--- src/rtl/qc_pkg.sv ---
package qc_pkg;

    localparam int ADDR_W = 4;

    localparam logic [ADDR_W-1:0] ADDR_CTRL  = 4'd0;
    localparam logic [ADDR_W-1:0] ADDR_CEIL1 = 4'd1;
    localparam logic [ADDR_W-1:0] ADDR_CEIL2 = 4'd2;
    localparam logic [ADDR_W-1:0] ADDR_CNT1  = 4'd3;
    localparam logic [ADDR_W-1:0] ADDR_CNT2  = 4'd4;
    localparam logic [ADDR_W-1:0] ADDR_CNT32 = 4'd5;
    localparam logic [ADDR_W-1:0] ADDR_STAT  = 4'd6;

    // control word, bit3 down to bit0
    typedef struct packed {
        logic sel_cd;
        logic cascade;
        logic en2;
        logic en1;
    } ctrl_t;

    localparam ctrl_t CTRL_RESET = '{sel_cd: 1'b1, cascade: 1'b0, en2: 1'b0, en1: 1'b0};

    typedef struct packed {
        logic step;
        logic down;
        logic bad;
    } qstep_t;

    // phase state is {A,B}; A leading B walks 00->10->11->01->00
    function automatic qstep_t phase_decode(input logic [1:0] prev, input logic [1:0] cur);
        qstep_t r;
        logic fwd;
        r = '0;
        fwd = (prev == 2'b00 && cur == 2'b10) || (prev == 2'b10 && cur == 2'b11) ||
              (prev == 2'b11 && cur == 2'b01) || (prev == 2'b01 && cur == 2'b00);
        if (prev != cur) begin
            if ((prev ^ cur) == 2'b11) begin
                r.bad = 1'b1;
            end else begin
                r.step = 1'b1;
                r.down = !fwd;
            end
        end
        return r;
    endfunction

endpackage

--- src/rtl/qc_decoder.sv ---
module qc_decoder
    import qc_pkg::*;
#(
    parameter int SYNC_STAGES = 2
) (
    input  logic   clk,
    input  logic   rst,
    input  logic   ph_a,
    input  logic   ph_b,
    output qstep_t evt
);
    logic [SYNC_STAGES-1:0] sync_a, sync_b;
    logic [1:0]             prev_q;
    logic [1:0]             cur;

    assign cur = {sync_a[SYNC_STAGES-1], sync_b[SYNC_STAGES-1]};

    always_ff @(posedge clk) begin
        if (rst) begin
            sync_a <= '0;
            sync_b <= '0;
            prev_q <= 2'b00;
        end else begin
            sync_a <= {sync_a[SYNC_STAGES-2:0], ph_a};
            sync_b <= {sync_b[SYNC_STAGES-2:0], ph_b};
            prev_q <= cur;
        end
    end

    assign evt = phase_decode(prev_q, cur);
endmodule

--- src/rtl/qc_core.sv ---
module qc_core
    import qc_pkg::*;
#(
    parameter int HALF_W = 16
) (
    input  logic                   clk,
    input  logic                   rst,
    input  logic                   cascade,
    input  logic [1:0]             en,
    input  qstep_t [1:0]           st,
    input  logic [1:0][HALF_W-1:0] ceil,
    input  logic [1:0]             wr_half,
    input  logic                   wr_full,
    input  logic [2*HALF_W-1:0]    wdata,
    output logic [1:0][HALF_W-1:0] cnt,
    output logic [1:0]             dir
);
    localparam int FULL_W = 2 * HALF_W;
    localparam logic [HALF_W-1:0] ONE_H = 1;
    localparam logic [FULL_W-1:0] ONE_F = 1;

    function automatic logic [HALF_W-1:0] adv_h(input logic [HALF_W-1:0] v,
                                                input logic [HALF_W-1:0] c, input logic dn);
        if (dn) return (v == '0) ? c : v - ONE_H;
        return (v == c) ? '0 : v + ONE_H;
    endfunction

    function automatic logic [FULL_W-1:0] adv_f(input logic [FULL_W-1:0] v,
                                                input logic [FULL_W-1:0] c, input logic dn);
        if (dn) return (v == '0) ? c : v - ONE_F;
        return (v == c) ? '0 : v + ONE_F;
    endfunction

    logic [1:0][HALF_W-1:0] cnt_q;
    logic [1:0]             dir_q;
    logic [1:0][HALF_W-1:0] nxt_half;
    logic [FULL_W-1:0]      nxt_full;

    always_comb begin
        for (int i = 0; i < 2; i++) begin
            nxt_half[i] = adv_h(cnt_q[i], ceil[i], st[i].down);
        end
        nxt_full = adv_f({cnt_q[0], cnt_q[1]}, {ceil[0], ceil[1]}, st[1].down);
    end

    always_ff @(posedge clk) begin
        if (rst) begin
            cnt_q <= '0;
            dir_q <= '0;
        end else if (cascade) begin
            if (wr_full) begin
                {cnt_q[0], cnt_q[1]} <= wdata;
            end else if (en[1] && st[1].step) begin
                {cnt_q[0], cnt_q[1]} <= nxt_full;
                dir_q[1] <= st[1].down;
            end
        end else begin
            for (int i = 0; i < 2; i++) begin
                if (wr_half[i]) begin
                    cnt_q[i] <= wdata[HALF_W-1:0];
                end else if (en[i] && st[i].step) begin
                    cnt_q[i] <= nxt_half[i];
                    dir_q[i] <= st[i].down;
                end
            end
        end
    end

    assign cnt = cnt_q;
    assign dir = dir_q;
endmodule

--- src/rtl/quad_counter.sv ---
module quad_counter
    import qc_pkg::*;
#(
    parameter int HALF_W      = 16,
    parameter int SYNC_STAGES = 2
) (
    input  logic                clk,
    input  logic                rst,
    input  logic                pin_a,
    input  logic                pin_b,
    input  logic                pin_c,
    input  logic                pin_d,
    input  logic                reg_wr,
    input  logic                reg_rd,
    input  logic [ADDR_W-1:0]   reg_addr,
    input  logic [2*HALF_W-1:0] reg_wdata,
    output logic [2*HALF_W-1:0] reg_rdata,
    output logic                reg_err
);
    localparam int FULL_W = 2 * HALF_W;
    localparam int CTRL_W = $bits(ctrl_t);

    ctrl_t                  ctrl_q;
    logic [1:0][HALF_W-1:0] ceil_q;
    logic [1:0]             sticky_q;
    logic [1:0]             in_a, in_b;
    qstep_t [1:0]           st;
    logic [1:0][HALF_W-1:0] cnt_w;
    logic [1:0]             dir_w;
    logic                   avail;
    logic                   wr_ok;

    assign in_a[0] = pin_a;
    assign in_b[0] = pin_b;
    assign in_a[1] = ctrl_q.sel_cd ? pin_c : pin_a;
    assign in_b[1] = ctrl_q.sel_cd ? pin_d : pin_b;

    for (genvar g = 0; g < 2; g++) begin : g_dec
        qc_decoder #(.SYNC_STAGES(SYNC_STAGES)) u_dec (
            .clk  (clk),
            .rst  (rst),
            .ph_a (in_a[g]),
            .ph_b (in_b[g]),
            .evt  (st[g])
        );
    end

    always_comb begin
        case (reg_addr)
            ADDR_CTRL, ADDR_CEIL1, ADDR_CEIL2, ADDR_STAT: avail = 1'b1;
            ADDR_CNT1, ADDR_CNT2:                         avail = !ctrl_q.cascade;
            ADDR_CNT32:                                   avail = ctrl_q.cascade;
            default:                                      avail = 1'b0;
        endcase
    end

    assign reg_err = (reg_rd || reg_wr) && !avail;
    assign wr_ok   = reg_wr && avail;

    always_comb begin
        reg_rdata = '0;
        if (reg_rd && avail) begin
            case (reg_addr)
                ADDR_CTRL:  reg_rdata = {{(FULL_W-CTRL_W){1'b0}}, ctrl_q};
                ADDR_CEIL1: reg_rdata = {{HALF_W{1'b0}}, ceil_q[0]};
                ADDR_CEIL2: reg_rdata = {{HALF_W{1'b0}}, ceil_q[1]};
                ADDR_CNT1:  reg_rdata = {{HALF_W{1'b0}}, cnt_w[0]};
                ADDR_CNT2:  reg_rdata = {{HALF_W{1'b0}}, cnt_w[1]};
                ADDR_CNT32: reg_rdata = {cnt_w[0], cnt_w[1]};
                ADDR_STAT:  reg_rdata = {{(FULL_W-4){1'b0}}, sticky_q, dir_w};
                default:    reg_rdata = '0;
            endcase
        end
    end

    always_ff @(posedge clk) begin
        if (rst) begin
            ctrl_q   <= CTRL_RESET;
            ceil_q   <= '1;
            sticky_q <= '0;
        end else begin
            if (wr_ok && reg_addr == ADDR_CTRL)  ctrl_q    <= ctrl_t'(reg_wdata[CTRL_W-1:0]);
            if (wr_ok && reg_addr == ADDR_CEIL1) ceil_q[0] <= reg_wdata[HALF_W-1:0];
            if (wr_ok && reg_addr == ADDR_CEIL2) ceil_q[1] <= reg_wdata[HALF_W-1:0];
            for (int i = 0; i < 2; i++) begin
                sticky_q[i] <= (sticky_q[i] && !(wr_ok && reg_addr == ADDR_STAT && reg_wdata[2+i]))
                               || st[i].bad;
            end
        end
    end

    qc_core #(.HALF_W(HALF_W)) u_core (
        .clk     (clk),
        .rst     (rst),
        .cascade (ctrl_q.cascade),
        .en      ({ctrl_q.en2, ctrl_q.en1}),
        .st      (st),
        .ceil    (ceil_q),
        .wr_half ({wr_ok && reg_addr == ADDR_CNT2, wr_ok && reg_addr == ADDR_CNT1}),
        .wr_full (wr_ok && reg_addr == ADDR_CNT32),
        .wdata   (reg_wdata),
        .cnt     (cnt_w),
        .dir     (dir_w)
    );
endmodule

--- config.mk ---
export PLATFORM = sky130hd
export DESIGN_NAME = quad_counter
export DESIGN_NICKNAME = d
export VERILOG_FILES = /design/src/rtl/qc_pkg.sv /design/src/rtl/qc_decoder.sv /design/src/rtl/qc_core.sv /design/src/rtl/quad_counter.sv
export SDC_FILE = /design/constraint.sdc
export NUM_CORES = 1
export LEC_CHECK = 0
export CORE_AREA = 2 2 123 125
export DETAILED_ROUTE_END_ITERATION = 8
export DIE_AREA = 0 0 125 127
export GPL_ROUTABILITY_DRIVEN = 1
export GPL_TIMING_DRIVEN = 0
export PLACE_DENSITY = 0.76
export SLEW_MARGIN = 20
export SYNTH_ARGS = -nofsm -noshare
export SYNTH_HDL_FRONTEND = slang
export SYNTH_SLANG_ARGS = --single-unit
--- constraint.sdc ---
create_clock -name clk -period 3.65 [get_ports clk]
set_input_delay 0.73 -clock clk [delete_from_list [all_inputs] [get_ports clk]]
set_output_delay 0.73 -clock clk [all_outputs]
set_load 0.005 [all_outputs]
Yosys cells after proc, flatten, opt, wreduce, memory -nomap -nowiden
Cells that the tools add are included.
{ "op_classes": {"shifts": 0, "n_div": 0, "addsub": 6, "muxes": 36, "n_mul": 0, "eq_ne": 28, "order_cmp": 0, "n_reduce_logical": 55, "bitwise_logic": 4} }
{ "ops": {"columns": ["cell", "count"], "rows": [
  ["32-bit two-way mux", 8],
  ["32-bit case mux with 7 select lines", 1],
  ["16-bit two-way mux", 12],
  ["16-bit by 1-bit adder with 16-bit output (second input constant)", 2],
  ["32-bit by 1-bit adder with 32-bit output (second input constant)", 1],
  ["16-bit == test", 2],
  ["32-bit == test", 1],
  ["16-bit zero test", 2],
  ["32-bit zero test", 1],
  ["16-bit by 1-bit subtractor with 16-bit output (second input constant)", 2],
  ["32-bit by 1-bit subtractor with 32-bit output (second input constant)", 1],
  ["1-bit logical AND", 24],
  ["2-bit == test (second input constant)", 10],
  ["4-bit by 3-bit == test with 1-bit output (second input constant)", 3],
  ["1-bit two-way mux", 10],
  ["1-bit logical OR", 9],
  ["2-bit by 1-bit == test with 1-bit output (second input constant)", 4],
  ["4-bit by 2-bit == test with 1-bit output (second input constant)", 2],
  ["2-bit zero test", 4],
  ["1-bit zero test", 6],
  ["3-bit two-way mux", 2],
  ["2-bit AND reduction", 3],
  ["3-bit nonzero test", 2],
  ["4-bit by 1-bit == test with 1-bit output (second input constant)", 1],
  ["other kinds (11)", 16]
]} }
{ "word_totals": {"out_inout_bits": 33, "elab_cells": 146, "register_bits": 84, "ram_bits": 0, "in_bits": 44, "latch_bits": 0, "mem_bits_ro": 0, "n_memories": 0} }

Depth between registers and ports, before layout
Gate-level depths: netlist of the first run.
{ "depth": {"depth_word": 13, "mapped_depth": 13, "mapped_depth_nobuf": 10} }

By module
From an unflattened synthesis of the first run, not the netlist that was laid out.
{ "hier_totals": {"cells_unflattened": 1013, "area_unflattened_um2": 7802.5} }
{ "by_module_without_submodules": {"columns": ["mod", "area_per_inst_um2", "instances", "cells_per_inst", "seq_area_each_um2"], "rows": [
  ["qc_core", 4774.6, 1, 677, 680.7],
  ["quad_counter", 2547.4, 1, 294, 760.7],
  ["qc_decoder", 240.2, 2, 21, 120.1]
]} }

Worst setup path after synthesis of the first run
No wires, ideal clock.
{ "synth_path": {"path_type": "input -> output", "from": "input port reg_addr[1]", "to": "output port reg_rdata[18]", "arrival_time_ns": 2.152, "path_buffers": 2, "path_slack_ns": 0.768, "required_ns": 2.920, "stages": 9, "cell_sequence": "clkbuf_1 > nor2_1 > nand2_1 > a21oi_1 > a311oi_1 > nand2_1 > nor2_1 > clkbuf_1 > and2_1"} }
{ "synth_via": {"elab_chain_len": 5, "elab_cells_between_ends": 13, "cone_classes": "6 x eq/ne; 3 x mux; 4 x reduce/logical"} }
{ "synth_rtl": {"columns": ["item", "line", "rtl"], "rows": [
  ["start, declared", "quad_counter.sv:15", "input logic [ADDR_W-1:0] reg_addr,"],
  ["4-bit by 1-bit == test with 1-bit output, or another cell as far along", "quad_counter.sv:49, quad_counter.sv:63", null],
  ["4-bit OR reduction / 2-bit OR reduction (equally long branches)", "quad_counter.sv:49", "case (reg_addr)"],
  ["1-bit case mux with 3 select lines", "quad_counter.sv:49", null],
  ["1-bit logical AND", "quad_counter.sv:62", "if (reg_rd && avail) begin"],
  ["32-bit two-way mux *", "quad_counter.sv:62", null],
  ["end, declared", "quad_counter.sv:17", "output logic [2*HALF_W-1:0] reg_rdata,"]
]} }
Mark *: on every way between the ends. The rest lies on a longest branch, timed or not.

Final worst setup path of the first run
{ "layout_path": {"from": "input port reg_addr[3]", "to": "output port reg_rdata[6]"} }
Same word-level chain as after synthesis.

==> results.cfg, run 1 <==
[sta]
fin_crit_sh = 0.9856
slew_violations = 0
timing.fmax_mhz = 278.0
finalSetupViolCount = 0
fin_skew_ns = 0.01438
min_period_ns = 3.597
fin_setup_tns_ns = 0
hold_violations = 0
slew_headroom = 0.1847
max_slew.worst_pin.slew_ns = 1.215
rsz0062_at_grt = no

[floorplan]
die_w_um = 125
floorplan.initialDensity = 0.5474
ios = 77
die-area_mm2 = 0.01588
rows = 44
coreArea_mm2 = 0.01442
die_h_um = 127

[synth]
syn_nets = 1145
synth_cell_type_count = 79
synthCells = 1092
yosysWarnings = 0
async_flop_share = 0
synth_seq_cells = 84
synth_seq_area_share = 0.2130
ys.flop_type = dfxtp_1
syn_avg_cell_area_um2 = 7.231
syn_area_mm2 = 0.007896
synth_enable_flop_cells = 0

[finish]
mostFrequentLayoutCells = nand2_1, nor2_1, dfxtp_1
syn2layout_area_growth_pct = 18.38
final_common_cell = nand2_1
antenna_cells = 0
fin_nets = 1235
fillers = 1375
fin_cells = 1371
layout-drive-gt1-share = 0.08593

[grt]
grt_pass1_vias = 9060
grt_pass1_wl_um = 55320
antenna_found_initial = 1
grt_max_degree = 15
grt_overflow = 0
use_met3 = 0.1474
met2_usage = 0.6621
gr-usage-met1 = 0.5952
grt_busiest_layer = met2
grt_usage = 0.4582

[route]
drtPass1Iterations = 7
post_drt_wl_per_cell_um = 27.60
ant_nets = 0
drc_errors = 0
vias = 10020
drtIter0Drc = 1794
via_per_inst = 7.306
routed_wl_um = 37850

[cts]
insertion_delay_ns = 0.37
cts.clk_slew.worst_paths_ns = 0.07
numCtsBuffers = 9
holdBufCountCts = 0
cts_root_buf = clkbuf_16
tritoncts = done
cts.sinks = 84
cts_max_path_buffers = 2
cts_max_level = 3

[setup_path]
crit_type = input port to output port
cp-end-kind = output port
worstPathRequired_ns = 2.92
critPathMaxFanout = 10
arrival_ns = 2.87
start_kind = input port

[placement]
dpl.cell_count = 1351
dp_hpwl_um = 27230
routabilityCongestion = 1.099
io_buffers = 74

[flow_run]
drv_cap = 0

[pwr]
power_density_mw_per_mm2 = 332.3
p_leak_uw = 0.003268
vdd_ir_drop_max_uv = 225.2

[min_path]
hold_class = register to register

[status]
status = completed
logic make-up (layout without fill, tap and decap cells):
family	count (synthesis)	after routing	share of synthesized area
flops	84	84	0.2130
buf+inv	129	224	0.06718
mux	47	47	0.06005
simple gates	425	425	0.2716
fa+ha+maj	9	9	0.01426
xor+xnor	103	103	0.1142
compound gates	295	295	0.2597
per-layer routing:
layer  part of all wire  wire (µm)
met1               0.37      13950
met2               0.40      15060
met3               0.15       5654
met4              0.084       3171
met5            0.00018          7
registers in the layout, summed over array words and instances (netlist names):
name                cells
u_core.dir              2
u_core.cnt             32
g_dec.u_dec.sync_b      4
ctrl_q                  4
g_dec.u_dec.sync_a      4
sticky_q                2
g_dec.u_dec.prev_q      4
ceil_q                 32
final cells by class:
class,instances,area (µm²),share of cell area
multi-input combinational,879,5799,0.6204
sequential,84,1682,0.1799
timing repair buffer,81,785.8,0.08406
buffer,107,480.5,0.05140
clock buffer,11,232.7,0.02490
tap,184,230.2,0.02463
inverter,20,75.07,0.008031
clock inverter,5,62.56,0.006693
repair_timing:
action	4_1_cts	5_1_grt
endpoints found under the setup margin	46	51
buffers inserted	4	2
pin swaps	3	3
gates resized for setup	35	16
power breakdown:
| part | total [µW] | internal, µW | switching, µW |
|---|---|---|---|
| sequential | 952 | 935 | 17.1 |
| clock | 984 | 535 | 450 |
| combinational | 1170 | 383 | 787 |
metrics by stage:
| stage | utilization | hold WS (ns) | power [µW] | setup WS (ns) | cell area [µm²] |
|---|---|---|---|---|---|
| 2_1_floorplan | - | 0.4138 | 1652 | 0.7684 | 7896 |
| 3_3_place_gp | 0.6148 | 0.4176 | 2033 | -0.7768 | 8867 |
| 3_5_place_dp | 0.6156 | 0.4262 | 2038 | -0.8036 | 8880 |
| 4_1_cts | 0.6443 | 0.4483 | 3000 | 0.03831 | 9293 |
| 5_1_grt | 0.6481 | 0.4661 | 3158 | 0.009422 | 9348 |
| 6_report | 0.6481 | 0.4450 | 3107 | 0.05259 | 9348 |
critical path, cell delays in order:
cell	delay (ns)
dlygate4sd2_1	0.35
nor4bb_1	0.35
clkbuf_2	0.28
clkbuf_4	0.25
a22oi_1	0.11
a21oi_2	0.25
clkdlybuf4s50_1	0.54
worst paths after layout:
path                       startpoint                        to  slack (ns)  depth (start not counted)
max                       reg_addr[3]              reg_rdata[6]        0.05                          7
min          g_dec[1].u_dec.sync_b[0]  g_dec[1].u_dec.sync_b[1]        0.45                          1
max reg2reg             u_core.cnt[0]             u_core.cnt[0]        0.06                         12
min reg2reg  g_dec[1].u_dec.sync_b[0]  g_dec[1].u_dec.sync_b[1]        0.45                          1
synth_stat cells (10+ instances only):
cell / number / area (µm²)
nor3_1: 45 / 225.2
o21ai_0: 51 / 255.2
xnor2_1: 39 / 341.6
a22oi_1: 30 / 225.2
nand4_1: 15 / 93.84
nor4_1: 26 / 162.7
mux2i_1: 44 / 440.4
nor2_1: 91 / 341.6
a211oi_1: 15 / 112.6
buf_2: 25 / 125.1
xor2_1: 64 / 560.5
and3_1: 13 / 81.33
o211ai_1: 27 / 202.7
o221ai_1: 12 / 105.1
nand3_1: 43 / 215.2
buf_1: 10 / 37.54
inv_1: 19 / 71.32
nor2b_1: 12 / 75.07
and2_1: 15 / 93.84
dfxtp_1: 84 / 1682
nand2_1: 116 / 435.4
a21oi_1: 53 / 265.3
clkbuf_1: 72 / 270.3
Power figures use the tool's default switching activity.
==> inputs of run 2 (changes only) <==
CORE_AREA = 2 2 158 98   (was 2 2 123 125)
DIE_AREA = 0 0 160 100   (was 0 0 125 127)
PLACE_DENSITY = 0.77   (was 0.76)
SLEW_MARGIN = not set   (was 20)
==> results.cfg, run 2 (synthesized netlist as in run 1, its figures left out) <==
[status]
status = finished with violations
failed_checks = negative setup slack

[sta]
slew_violations = 0
finalSetupViolCount = 2
timing.fmax_mhz = 262.3
max_slew.worst_pin.slew_ns = 1.369
fin_crit_sh = 1.045
slew_headroom = 0.08061
rsz0062_at_grt = yes
fin_skew_ns = 0.008580
min_period_ns = 3.813
hold_violations = 0
worst_slack_ns = -0.1631

[finish]
antenna_cells = 0
mostFrequentLayoutCells = nand2_1, nor2_1, dfxtp_1
final_common_cell = nand2_1
syn2layout_area_growth_pct = 18.95
layout-drive-gt1-share = 0.08754
final_cell_area_mm2 = 0.009393
fillers = 1429
fin_nets = 1237
final_util = 0.6346

[cts]
holdBufCountCts = 0
tritoncts = done
cts_max_path_buffers = 2
insertion_delay_ns = 0.36
cts.clk_slew.worst_paths_ns = 0.07
numCtsBuffers = 9
cts_root_buf = clkbuf_16
cts.sinks = 84
cts_max_level = 3

[route]
routed_wl_um = 38220
drtIter0Drc = 1845
drc_errors = 0
post_drt_wl_per_cell_um = 27.48
via_per_inst = 7.183
ant_nets = 0
vias = 9992
drtPass1Iterations = 7

[setup_path]
cp_slowest_cell = nor3_2
arrival_ns = 4.04
cp_top_family = buffers and inverters
crit_type = input port to register
cp-end-kind = register
cp_cell_sequence = dlygate4sd2_1, nand3b_1, nor3_2, buf_2, buf_1, a211oi_1, o32ai_1
worstPathRequired_ns = 3.88
reg2reg_from = u_core.cnt[20]
startpoint = reg_addr[2]
slowest_delay_ns = 0.87
cp_num_buf_inv = 3
start_kind = input port
critPathMaxFanout = 10

[pwr]
power_uw = 3219
vdd_ir_drop_max_uv = 252.2
power_density_mw_per_mm2 = 342.7
p_leak_uw = 0.003298

[floorplan]
die_w_um = 160
coreArea_mm2 = 0.01480
die-area_mm2 = 0.01600
floorplan.initialDensity = 0.5335
ios = 77
die_h_um = 100
rows = 35

[grt]
grt_pass1_wl_um = 55860
grt_overflow = 0
grt_max_degree = 15
grt_pass1_vias = 8932
antenna_found_initial = 0
grt_usage = 0.4679

[placement]
dp_hpwl_um = 28430
io_buffers = 74
routabilityCongestion = 1.076
placed_cell_area_mm2 = 0.008896

[min_path]
hp-start = g_dec[0].u_dec.sync_a[0]
hold_class = register to register

[flow_run]
drv_cap = 0
## run 2: area by class of cell
type | instances | area [µm²] | share of cell area
flip-flops and latches | 84 | 1682 | 0.1790
multi-input cells | 879 | 5784 | 0.6158
inverters | 20 | 75.07 | 0.007993
repair buffers | 82 | 793.3 | 0.08445
plain buffers | 108 | 489.2 | 0.05208
clock buffers | 9 | 225.2 | 0.02398
well taps | 203 | 254.0 | 0.02704
clock inverters | 6 | 90.09 | 0.009591
## run 2: worst paths after layout
kind                               to  cells after the start  slack (ns)
min reg2reg  g_dec[0].u_dec.sync_a[1]                      1        0.46
min          g_dec[0].u_dec.sync_a[1]                      1        0.46
max                     u_core.cnt[1]                      7       -0.16
max reg2reg             u_core.cnt[1]                      9        0.01
## run 2: stage by stage
| stage | cells | hold WS (ns) | setup TNS (ns) | worst slack (ns) |
|---|---|---|---|---|
| finish | 1391 | 0.4565 | -0.1942 | -0.1631 |
| global placement | 1369 | 0.4227 | -33.63 | -0.8184 |
| global route | 1391 | 0.4590 | -0.03528 | -0.02175 |
| detailed placement | 1369 | 0.4294 | -30.99 | -0.8642 |
| floorplan | 1092 | 0.4138 | 0 | 0.7684 |
| CTS | 1390 | 0.4557 | 0 | 0.01082 |
## run 2: repair_timing
action,4_1_cts,5_1_grt
hold endpoints to repair,0,0
pin swaps,2,3
resized for setup,31,26
endpoints found under the setup margin,59,55
setup buffers,6,2
cloned,0,0
## run 2: where the power goes
group	leakage [µW]	switching, µW	internal (µW)
logic	0.00246	828	389
registers	0.000682	16.0	935
clock network	0.000151	452	599
total	0.00330	1300	1920
## run 2: routing by layer
layer	part of all wire	vias up	global-route usage
li1	-	4211	-
met1	0.40	4577	0.6426
met2	0.36	1024	0.6204
met3	0.19	180	0.2124
met4	0.048	0	0.2030
met5	0	-	0.02727
==> inputs of run 3 (changes only) <==
CELL_PAD_IN_SITES_DETAIL_PLACEMENT = 1   (was not set)
CELL_PAD_IN_SITES_GLOBAL_PLACEMENT = 2   (was not set)
CORE_AREA = 2 2 200 124   (was 2 2 158 98)
DIE_AREA = 0 0 202 126   (was 0 0 160 100)
PLACE_DENSITY = not set   (was 0.77)
PLACE_DENSITY_LB_ADDON = 0.1   (was not set)
==> results.cfg, run 3 (synthesized netlist as in run 1, its figures left out) <==
[status]
status = finished with violations
failed_checks = negative setup slack

[setup_path]
cp-end-kind = register
start_kind = input port
rrSetupSlack_ns = 0.01
arrival_ns = 3.87
rr_endpoint = u_core.cnt[29]
cp_slowest_cell = nand2_1
critPathMaxFanout = 9
slowest_delay_ns = 0.57
crit_top_cell = nand2_1
cp_cell_sequence = dlygate4sd2_1, nand3b_1, nor2_2, nand2_1, nand2_1, nor3_1, a2111oi_0, a2111oi_1
reg2reg_depth = 9
worstPathRequired_ns = 3.87
crit_type = input port to register
reg2reg_from = u_core.cnt[7]

[sta]
min_period_ns = 3.656
max_slew.worst_pin.slew_ns = 1.241
timing.fmax_mhz = 273.5
holdWs_ns = 0.4419
fin_crit_sh = 1.002
fin_setup_tns_ns = -0.005766
finalSetupViolCount = 1
fin_skew_ns = 0.01460
slew_headroom = 0.1671
hold_violations = 0
worst_slack_ns = -0.005766
slew_violations = 0

[min_path]
hold_class = register to register
min_path_cells = 1
hp-start = g_dec[1].u_dec.sync_b[0]
holdPathEnd = g_dec[1].u_dec.sync_b[1]

[finish]
mostFrequentLayoutCells = nand2_1, nor2_1, dfxtp_1
final_common_cell = nand2_1
fin_nets = 1241
final_util = 0.4083
syn2layout_area_growth_pct = 22.12
fin_cells = 1516
layout-drive-gt1-share = 0.1023

[placement]
dp_hpwl_um = 35120
routabilityCongestion = 0.9707
dpl.cell_count = 1489
io_buffers = 74

[route]
via_per_inst = 6.453
drtPass1Iterations = 5
routed_wl_um = 46450
drc_errors = 0
drtIter0Drc = 1237
post_drt_wl_per_cell_um = 30.64
vias = 9782
ant_nets = 0

[floorplan]
die-area_mm2 = 0.02545
die_w_um = 202
die_h_um = 126
coreArea_mm2 = 0.02362
ios = 77
floorplan.initialDensity = 0.3343
rows = 44

[cts]
cts_max_path_buffers = 2
cts_max_level = 3
insertion_delay_ns = 0.39
holdBufCountCts = 0
cts.sinks = 84
cts.clk_slew.worst_paths_ns = 0.08
cts_root_buf = clkbuf_16
numCtsBuffers = 9
tritoncts = done

[grt]
grt_usage = 0.3617
gr-usage-met1 = 0.5266
use_met3 = 0.1317
met2_usage = 0.4995
grt_busiest_layer = met1
grt_overflow = 0
antenna_found_initial = 2
grt_pass1_vias = 9389
grt_pass1_wl_um = 66210
grt_max_degree = 19

[pwr]
power_uw = 3233
vdd_ir_drop_max_uv = 236.3
p_leak_uw = 0.003350
power_density_mw_per_mm2 = 335.3

[flow_run]
drv_cap = 0
==> run 3: changes by cell type in the layout (fill, tap and decap cells not counted), moves of 3 or more <==
cell / previous run / this run
nor4_1: 24 / 20
inv_8: 0 / 4
clkbuf_2: 11 / 8
buf_4: 9 / 14
nor4_2: 5 / 9
==> run 3: how the worst max path moves through the flow <==
stage,from,end,slack [ns],cells past startpoint
2_1_floorplan,reg_addr[1],reg_rdata[18],0.77,9
3_3_place_gp,reg_addr[0],reg_rdata[18],-1.12,10
3_5_place_dp,reg_addr[0],reg_rdata[30],-1.18,10
4_1_cts,u_core.cnt[26],u_core.cnt[29],0.004,9
5_1_grt,u_core.cnt[1],u_core.cnt[30],-0.002,13
6_report,reg_addr[3],u_core.cnt[30],-0.006,8
==> run 3: area by class of cell <==
| class | instances | area [µm²] |
|---|---|---|
| clock buffers | 9 | 225.2 |
| diodes | 1 | 2.502 |
| flip-flops and latches | 84 | 1683 |
| inverters | 20 | 75.07 |
| fillers | 2943 | 13970 |
| well taps | 322 | 402.9 |
| clock inverters | 7 | 71.32 |
| multi-input cells | 879 | 5841 |
| repair buffers | 87 | 833.3 |
| plain buffers | 107 | 509.2 |
==> run 3: per-stage QoR <==
stage	setup WS, ns	cell area [µm²]
detailed placement	-1.183	9062
global placement	-1.124	9040
finish	-0.005766	9643
CTS	0.004494	9557
floorplan	0.7684	7896
global route	-0.002263	9641
==> run 3: routing by layer <==
layer	part of all wire	routed length, µm	vias up
met2	0.39	18110	625
met3	0.13	5963	70
met5	0	0	-
met4	0.020	946	0
li1	-	-	4222
met1	0.46	21430	4865
==> run 3: power by group <==
group          leakage, µW  total [µW]  switching [µW]  internal, µW
Sequential        0.000682         952            17.1           935
Clock             0.000148        1030             539           487
Combinational      0.00252        1250             852           403
==> run 3: timing repair <==
item	in CTS	in global routing
cloned	0	0
setup endpoints to repair	70	54
pin swaps	5	1
setup buffers	9	3
resized for setup	51	37
==> run 3: critical path, delay by kind of cell <==
kind | cells | cell delay, ns
simple gates | 5 | 2.08
compound gates | 2 | 0.68
buf+inv | 1 | 0.38
